[config.mk]
export PLATFORM = sky130hd
export DESIGN_NAME = commit_trap_unit
export DESIGN_NICKNAME = d
export VERILOG_FILES = /design/src/rtl/ctu_pkg.sv /design/src/rtl/ctu_stage_reg.sv /design/src/rtl/ctu_cause_enc.sv /design/src/rtl/commit_trap_unit.sv
export SDC_FILE = /design/constraint.sdc
export NUM_CORES = 1
export LEC_CHECK = 0
export ABC_AREA = 1
export BUFFER_PORTS_ARGS = -buffer_cell sky130_fd_sc_hd__buf_4
export CAP_MARGIN = 10
export CELL_PAD_IN_SITES_DETAIL_PLACEMENT = 1
export CELL_PAD_IN_SITES_GLOBAL_PLACEMENT = 2
export CORE_ASPECT_RATIO = 1.5
export CORE_MARGIN = 5
export CORE_UTILIZATION = 35
export CTS_BUF_LIST = sky130_fd_sc_hd__clkbuf_2 sky130_fd_sc_hd__clkbuf_4 sky130_fd_sc_hd__clkbuf_8
export DETAILED_ROUTE_END_ITERATION = 16
export PLACE_DENSITY = 0.9
export SYNTH_ARGS = -nofsm -noshare
export SYNTH_HDL_FRONTEND = slang
export SYNTH_SLANG_ARGS = --single-unit
[constraint.sdc]
create_clock -name clk -period 1.7 [get_ports clk]
set_input_delay 0.17 -clock clk [delete_from_list [all_inputs] [get_ports clk]]
set_output_delay 0.17 -clock clk [all_outputs]
set_load 0.05 [all_outputs]
[src/rtl/ctu_pkg.sv]
package ctu_pkg;
  localparam int unsigned CTU_NSTAGE = 4;
  localparam int unsigned CTU_CW     = $clog2(CTU_NSTAGE);

  typedef enum logic [CTU_CW-1:0] {
    CAUSE_FETCH  = 2'd0,
    CAUSE_DECODE = 2'd1,
    CAUSE_EXEC   = 2'd2,
    CAUSE_MEMORY = 2'd3
  } ctu_cause_e;
endpackage

[src/rtl/ctu_stage_reg.sv]
module ctu_stage_reg #(
  parameter int unsigned PC_W = 32,
  parameter int unsigned NEXC = 4
) (
  input  logic            clk,
  input  logic            rst_n,
  input  logic            en,
  input  logic            flush,
  input  logic            d_valid,
  input  logic [PC_W-1:0] d_pc,
  input  logic [NEXC-1:0] d_exc,
  input  logic            d_rf_we,
  input  logic            d_mem_we,
  output logic            q_valid,
  output logic [PC_W-1:0] q_pc,
  output logic [NEXC-1:0] q_exc,
  output logic            q_rf_we,
  output logic            q_mem_we
);
  logic            n_valid;
  logic [PC_W-1:0] n_pc;
  logic [NEXC-1:0] n_exc;
  logic            n_rf_we;
  logic            n_mem_we;

  // next-state: hold, load, or insert a bubble
  always_comb begin
    n_valid  = q_valid;
    n_pc     = q_pc;
    n_exc    = q_exc;
    n_rf_we  = q_rf_we;
    n_mem_we = q_mem_we;
    if (en) begin
      if (flush) begin
        n_valid  = 1'b0;
        n_exc    = '0;
        n_rf_we  = 1'b0;
        n_mem_we = 1'b0;
      end else begin
        n_valid  = d_valid;
        n_pc     = d_pc;
        n_exc    = d_valid ? d_exc : '0;
        n_rf_we  = d_valid & d_rf_we;
        n_mem_we = d_valid & d_mem_we;
      end
    end
  end

  always_ff @(posedge clk or negedge rst_n) begin
    if (!rst_n) begin
      q_valid  <= 1'b0;
      q_pc     <= '0;
      q_exc    <= '0;
      q_rf_we  <= 1'b0;
      q_mem_we <= 1'b0;
    end else begin
      q_valid  <= n_valid;
      q_pc     <= n_pc;
      q_exc    <= n_exc;
      q_rf_we  <= n_rf_we;
      q_mem_we <= n_mem_we;
    end
  end
endmodule

[src/rtl/ctu_cause_enc.sv]
module ctu_cause_enc #(
  parameter int unsigned N  = 4,
  localparam int unsigned CW = (N > 1) ? $clog2(N) : 1
) (
  input  logic [N-1:0]  vec,
  output logic          any,
  output logic [CW-1:0] code
);
  // lowest index = earliest pipe stage wins
  always_comb begin
    any  = |vec;
    code = '0;
    for (int i = N - 1; i >= 0; i--) begin
      if (vec[i]) code = CW'(i);
    end
  end
endmodule

[src/rtl/commit_trap_unit.sv]
module commit_trap_unit #(
  parameter int unsigned      PC_W       = 32,
  parameter logic [PC_W-1:0]  HANDLER_PC = 'h180
) (
  input  logic            clk,
  input  logic            rst_n,
  input  logic            stall,
  input  logic            fetch_valid,
  input  logic [PC_W-1:0] fetch_pc,
  input  logic            post_if,
  input  logic            post_id,
  input  logic            post_ex,
  input  logic            post_mem,
  input  logic            id_rf_we,
  input  logic            id_mem_we,
  output logic            mem_wr_en,
  output logic            wb_valid,
  output logic [PC_W-1:0] wb_pc,
  output logic            wb_rf_we,
  output logic            trap_valid,
  output logic [1:0]      trap_cause,
  output logic [PC_W-1:0] trap_pc,
  output logic [PC_W-1:0] redirect_pc
);
  import ctu_pkg::*;

  localparam int unsigned NST  = CTU_NSTAGE;
  localparam int unsigned CW   = CTU_CW;
  localparam int unsigned LAST = NST - 1;
  localparam int unsigned DEC  = 1;

  logic [NST-1:0]  post_vec;
  logic            s_valid  [NST];
  logic [PC_W-1:0] s_pc     [NST];
  logic [NST-1:0]  s_exc    [NST];
  logic            s_rf     [NST];
  logic            s_mw     [NST];
  logic [NST-1:0]  eff_exc  [NST];

  logic            adv;
  logic            take_trap;
  logic            commit_any;
  logic [CW-1:0]   commit_code;

  assign post_vec = {post_mem, post_ex, post_id, post_if};
  assign adv      = ~stall;

  genvar k;
  generate
    for (k = 0; k < NST; k++) begin : g_stage
      logic [NST-1:0]  hit;
      logic            d_valid;
      logic [PC_W-1:0] d_pc;
      logic [NST-1:0]  d_exc;
      logic            d_rf;
      logic            d_mw;

      assign hit        = (post_vec[k] & s_valid[k]) ? (NST'(1) << k) : '0;
      assign eff_exc[k] = s_exc[k] | hit;

      if (k == 0) begin : g_head
        assign d_valid = fetch_valid;
        assign d_pc    = fetch_pc;
        assign d_exc   = '0;
        assign d_rf    = 1'b0;
        assign d_mw    = 1'b0;
      end else begin : g_body
        logic up_clean;
        assign up_clean = ~|eff_exc[k-1];
        assign d_valid  = s_valid[k-1];
        assign d_pc     = s_pc[k-1];
        assign d_exc    = eff_exc[k-1];
        if (k == DEC + 1) begin : g_intent
          assign d_rf = id_rf_we  & up_clean;
          assign d_mw = id_mem_we & up_clean;
        end else begin : g_carry
          assign d_rf = s_rf[k-1] & up_clean;
          assign d_mw = s_mw[k-1] & up_clean;
        end
      end

      ctu_stage_reg #(.PC_W(PC_W), .NEXC(NST)) u_slot (
        .clk      (clk),
        .rst_n    (rst_n),
        .en       (adv),
        .flush    (take_trap),
        .d_valid  (d_valid),
        .d_pc     (d_pc),
        .d_exc    (d_exc),
        .d_rf_we  (d_rf),
        .d_mem_we (d_mw),
        .q_valid  (s_valid[k]),
        .q_pc     (s_pc[k]),
        .q_exc    (s_exc[k]),
        .q_rf_we  (s_rf[k]),
        .q_mem_we (s_mw[k])
      );
    end
  endgenerate

  ctu_cause_enc #(.N(NST)) u_enc (
    .vec  (eff_exc[LAST]),
    .any  (commit_any),
    .code (commit_code)
  );

  assign take_trap = adv & s_valid[LAST] & commit_any;
  assign mem_wr_en = adv & s_valid[LAST] & s_mw[LAST] & ~commit_any;

  // writeback slot
  logic            wb_valid_n;
  logic [PC_W-1:0] wb_pc_n;
  logic            wb_rf_n;

  always_comb begin
    wb_valid_n = wb_valid;
    wb_pc_n    = wb_pc;
    wb_rf_n    = wb_rf_we;
    if (adv) begin
      wb_valid_n = s_valid[LAST];
      wb_pc_n    = s_pc[LAST];
      wb_rf_n    = s_valid[LAST] & s_rf[LAST] & ~commit_any;
    end
  end

  always_ff @(posedge clk or negedge rst_n) begin
    if (!rst_n) begin
      wb_valid <= 1'b0;
      wb_pc    <= '0;
      wb_rf_we <= 1'b0;
    end else begin
      wb_valid <= wb_valid_n;
      wb_pc    <= wb_pc_n;
      wb_rf_we <= wb_rf_n;
    end
  end

  // trap report
  logic            trap_n;
  logic [CW-1:0]   cause_n;
  logic [PC_W-1:0] tpc_n;

  always_comb begin
    trap_n  = take_trap;
    cause_n = take_trap ? commit_code : trap_cause;
    tpc_n   = take_trap ? s_pc[LAST]  : trap_pc;
  end

  always_ff @(posedge clk or negedge rst_n) begin
    if (!rst_n) begin
      trap_valid <= 1'b0;
      trap_cause <= '0;
      trap_pc    <= '0;
    end else begin
      trap_valid <= trap_n;
      trap_cause <= cause_n;
      trap_pc    <= tpc_n;
    end
  end

  assign redirect_pc = HANDLER_PC;
endmodule


==> reports/qor.yml <==
drtIter0Drc: 378
status: "completed"
die-area_um2: 27700
fill_cells: 2805
cts_sinks: 211
switching_share_pct: 37.5
h-tree-depth: 1
reg2reg_depth: 8
die_w_um: 138
initial_core_util_pct: 35.3
rsz0062_at_grt: "true"
power_mw: 15.0
final_max_slew_viol_count: 0
fmax_mhz: 591
path_class: "reg -> out"
holdPathStages: 5
die_h_um: 202
internal_power_mw: 9.36
portBuffers: 111
grt_pass1_vias: 6839
worstPathMaxFanout: 2
ir_drop_mv: 0.616
io_pins: 144
yosys_warnings: 0
p_comb_share_pct: 30.9
vias: 6347
instances_no_fill: 1422
cp.required_ps: 1530
yosysUniqueCellTypes: 17
p_leak_nw: 5.64
cp-start-kind: "flip-flop"
clkPwrFrac_pct: 24.6
dp_cells: 1331
post_drt_via_cell_ratio: 4.46
cts_made_buffers: 30
diodes: 0
cts_root_buf: "clkbuf_8"
grt_max_degree: 117
fin_nets: 1128
seqPwrFrac_pct: 44.5
hold_class: "in -> reg"
wl_per_cell_um: 13.6
dr.pass1.iters: 4
clockBufferDepth: 3
cap_violations: 0
register_area_um2: 5280
fin_crit_ps: 1690
syn_inst: 937
avgSynthCellArea_um2: 9.13
grt_pass1_wl_um: 33300
setup_viol: 0
finClkSkew_ps: 5.49
gp_congestion: 0.715
grt_overflow: 0
wl_um: 19400
switchingPower_mw: 5.61
drive_above_1_share_pct: 17.7
rows: 70
max_slew_margin_pct: 50.3
power_density_nw_per_um2: 1400
tightest_slew_ps: 745
antenna_left: 0
remaining_drc_errors: 0
finalHoldViolations: 0
arrival_ps: 1520
ys_seq_area_share_pct: 61.7
multiInputGateArea_um2: 2670
antenna_found_initial: 0
cts_tree: "built"
path_clk_slew_ps: 60
finalCritPeriodShare_pct: 99.5
grt_usage_pct: 14.2
dp.final_hpwl_um: 12600
coreArea_um2: 24300
syn-cell-area_um2: 8560
crit_path_end_kind: "primary output"
clk_latency_ps: 560
syn_to_final_growth_pct: 25.1
ys_seq_elements: 211
[state kept, by name, indices dropped and copies added (netlist names), 2 cells and up]
name,cells
g_stage.u_slot.q_exc,6
g_stage.u_slot.q_mem_we,2
g_stage.u_slot.q_pc,128
g_stage.u_slot.q_rf_we,2
g_stage.u_slot.q_valid,4
trap_cause,2
trap_pc,32
wb_pc,32
[metrics by stage]
step / util, % / setup WS, ps / hold slack, ps / area [um2] / setup TNS, ps
floorplan: - / 234 / -126 / 8670 / 0
global route: 44.1 / -78.6 / 28.7 / 10700 / -141
detailed placement: 39.7 / 68.3 / 149 / 9630 / 0
finish: 44.1 / 8.84 / 40.1 / 10700 / 0
global placement: 39.7 / 155 / 137 / 9630 / 0
CTS: 43.8 / -25.6 / 10.4 / 10600 / -25.6
[placed cells by master, fill, tap and decap left out, types with 7 or more instances in the layout]
cell           instances
conb_1                32
clkbuf_8              32
nor2_1                 7
nand3_1              141
clkbuf_4              10
dfrtp_1              211
buf_4                125
buf_12                 8
inv_1                 38
dlygate4sd3_1         40
nand2_1              362
o21ai_0               65
[cells in the mapped netlist]
| master | number | area (um2) |
|---|---|---|
| dfrtp_1 | 211 | 5280 |
| clkbuf_1 | 11 | 41.3 |
| buf_2 | 19 | 95.1 |
| inv_4 | 1 | 6.26 |
| nand2_2 | 2 | 12.5 |
| buf_4 | 35 | 263 |
| o21ai_0 | 65 | 325 |
| nand2_1 | 365 | 1370 |
| buf_1 | 14 | 52.6 |
| conb_1 | 2 | 7.51 |
| nor2_1 | 9 | 33.8 |
| a21oi_1 | 2 | 10.0 |
| inv_2 | 1 | 3.75 |
| buf_6 | 14 | 158 |
| nand3b_1 | 6 | 45.0 |
| nand3_1 | 142 | 711 |
| inv_1 | 38 | 143 |
[final cells by class]
class	instances	area share (%)
repair buffers	180	15.5
clock inverters	2	0.129
inverters	40	1.45
well taps	324	3.79
flip-flops and latches	211	49.3
multi-input cells	623	25.0
clock buffers	42	4.82
[repair_timing]
action                                 CTS  global route
pin swaps                                4             1
buffers inserted                         5             0
cloned                                   0             2
setup endpoints to repair                1             6
hold buffers                            40             0
resized for setup                        6             6
endpoints found under the hold margin  250             0
[power groups by stage]
stage / Combinational, mW / Clock, mW / Sequential, mW
3_3_place_gp: 4.46 / 0 / 6.71
5_1_grt: 5.00 / 4.03 / 6.80
2_1_floorplan: 1.33 / 0 / 8.46
3_5_place_dp: 4.57 / 0 / 6.76
6_report: 4.62 / 3.68 / 6.67
4_1_cts: 4.68 / 3.83 / 6.68
[critical path, stage by stage, from the launching register on]
cell,delay (ps)
dfrtp_1,400
nor2_2,160
nand3_2,120
nor2_4,120
buf_6,170
[per-layer routing]
metal	routed length, um	up-vias	share of wire (%)	GRT usage (%)
met1	8920	2987	46	19.6
li1	-	3201	-	-
met2	9220	135	48	23.0
met3	821	24	4.2	1.83
met4	403	0	2.1	4.78
met5	0	-	0	0
[kinds of logic after synthesis]
family / share of synthesized area [%]
buffers and inverters: 8.90
other: 0.0878
AND/OR/NAND/NOR: 25.4
flip-flops: 61.7
AO/OA/AOI/OAI: 3.92
[final timing paths]
check	startpoint	endpoint	slack (ps)
max	g_stage[3].u_slot.q_exc[0]	mem_wr_en	9
max in group asynchronous	rst_n	g_stage[3].u_slot.q_pc[2]	940
min	stall	wb_valid	40
max reg2reg	g_stage[3].u_slot.q_exc[0]	g_stage[0].u_slot.q_pc[2]	80
min in group asynchronous	rst_n	trap_pc[5]	130
min reg2reg	g_stage[3].u_slot.q_pc[20]	g_stage[3].u_slot.q_pc[20]	470
(Power assumes the default switching activity.)
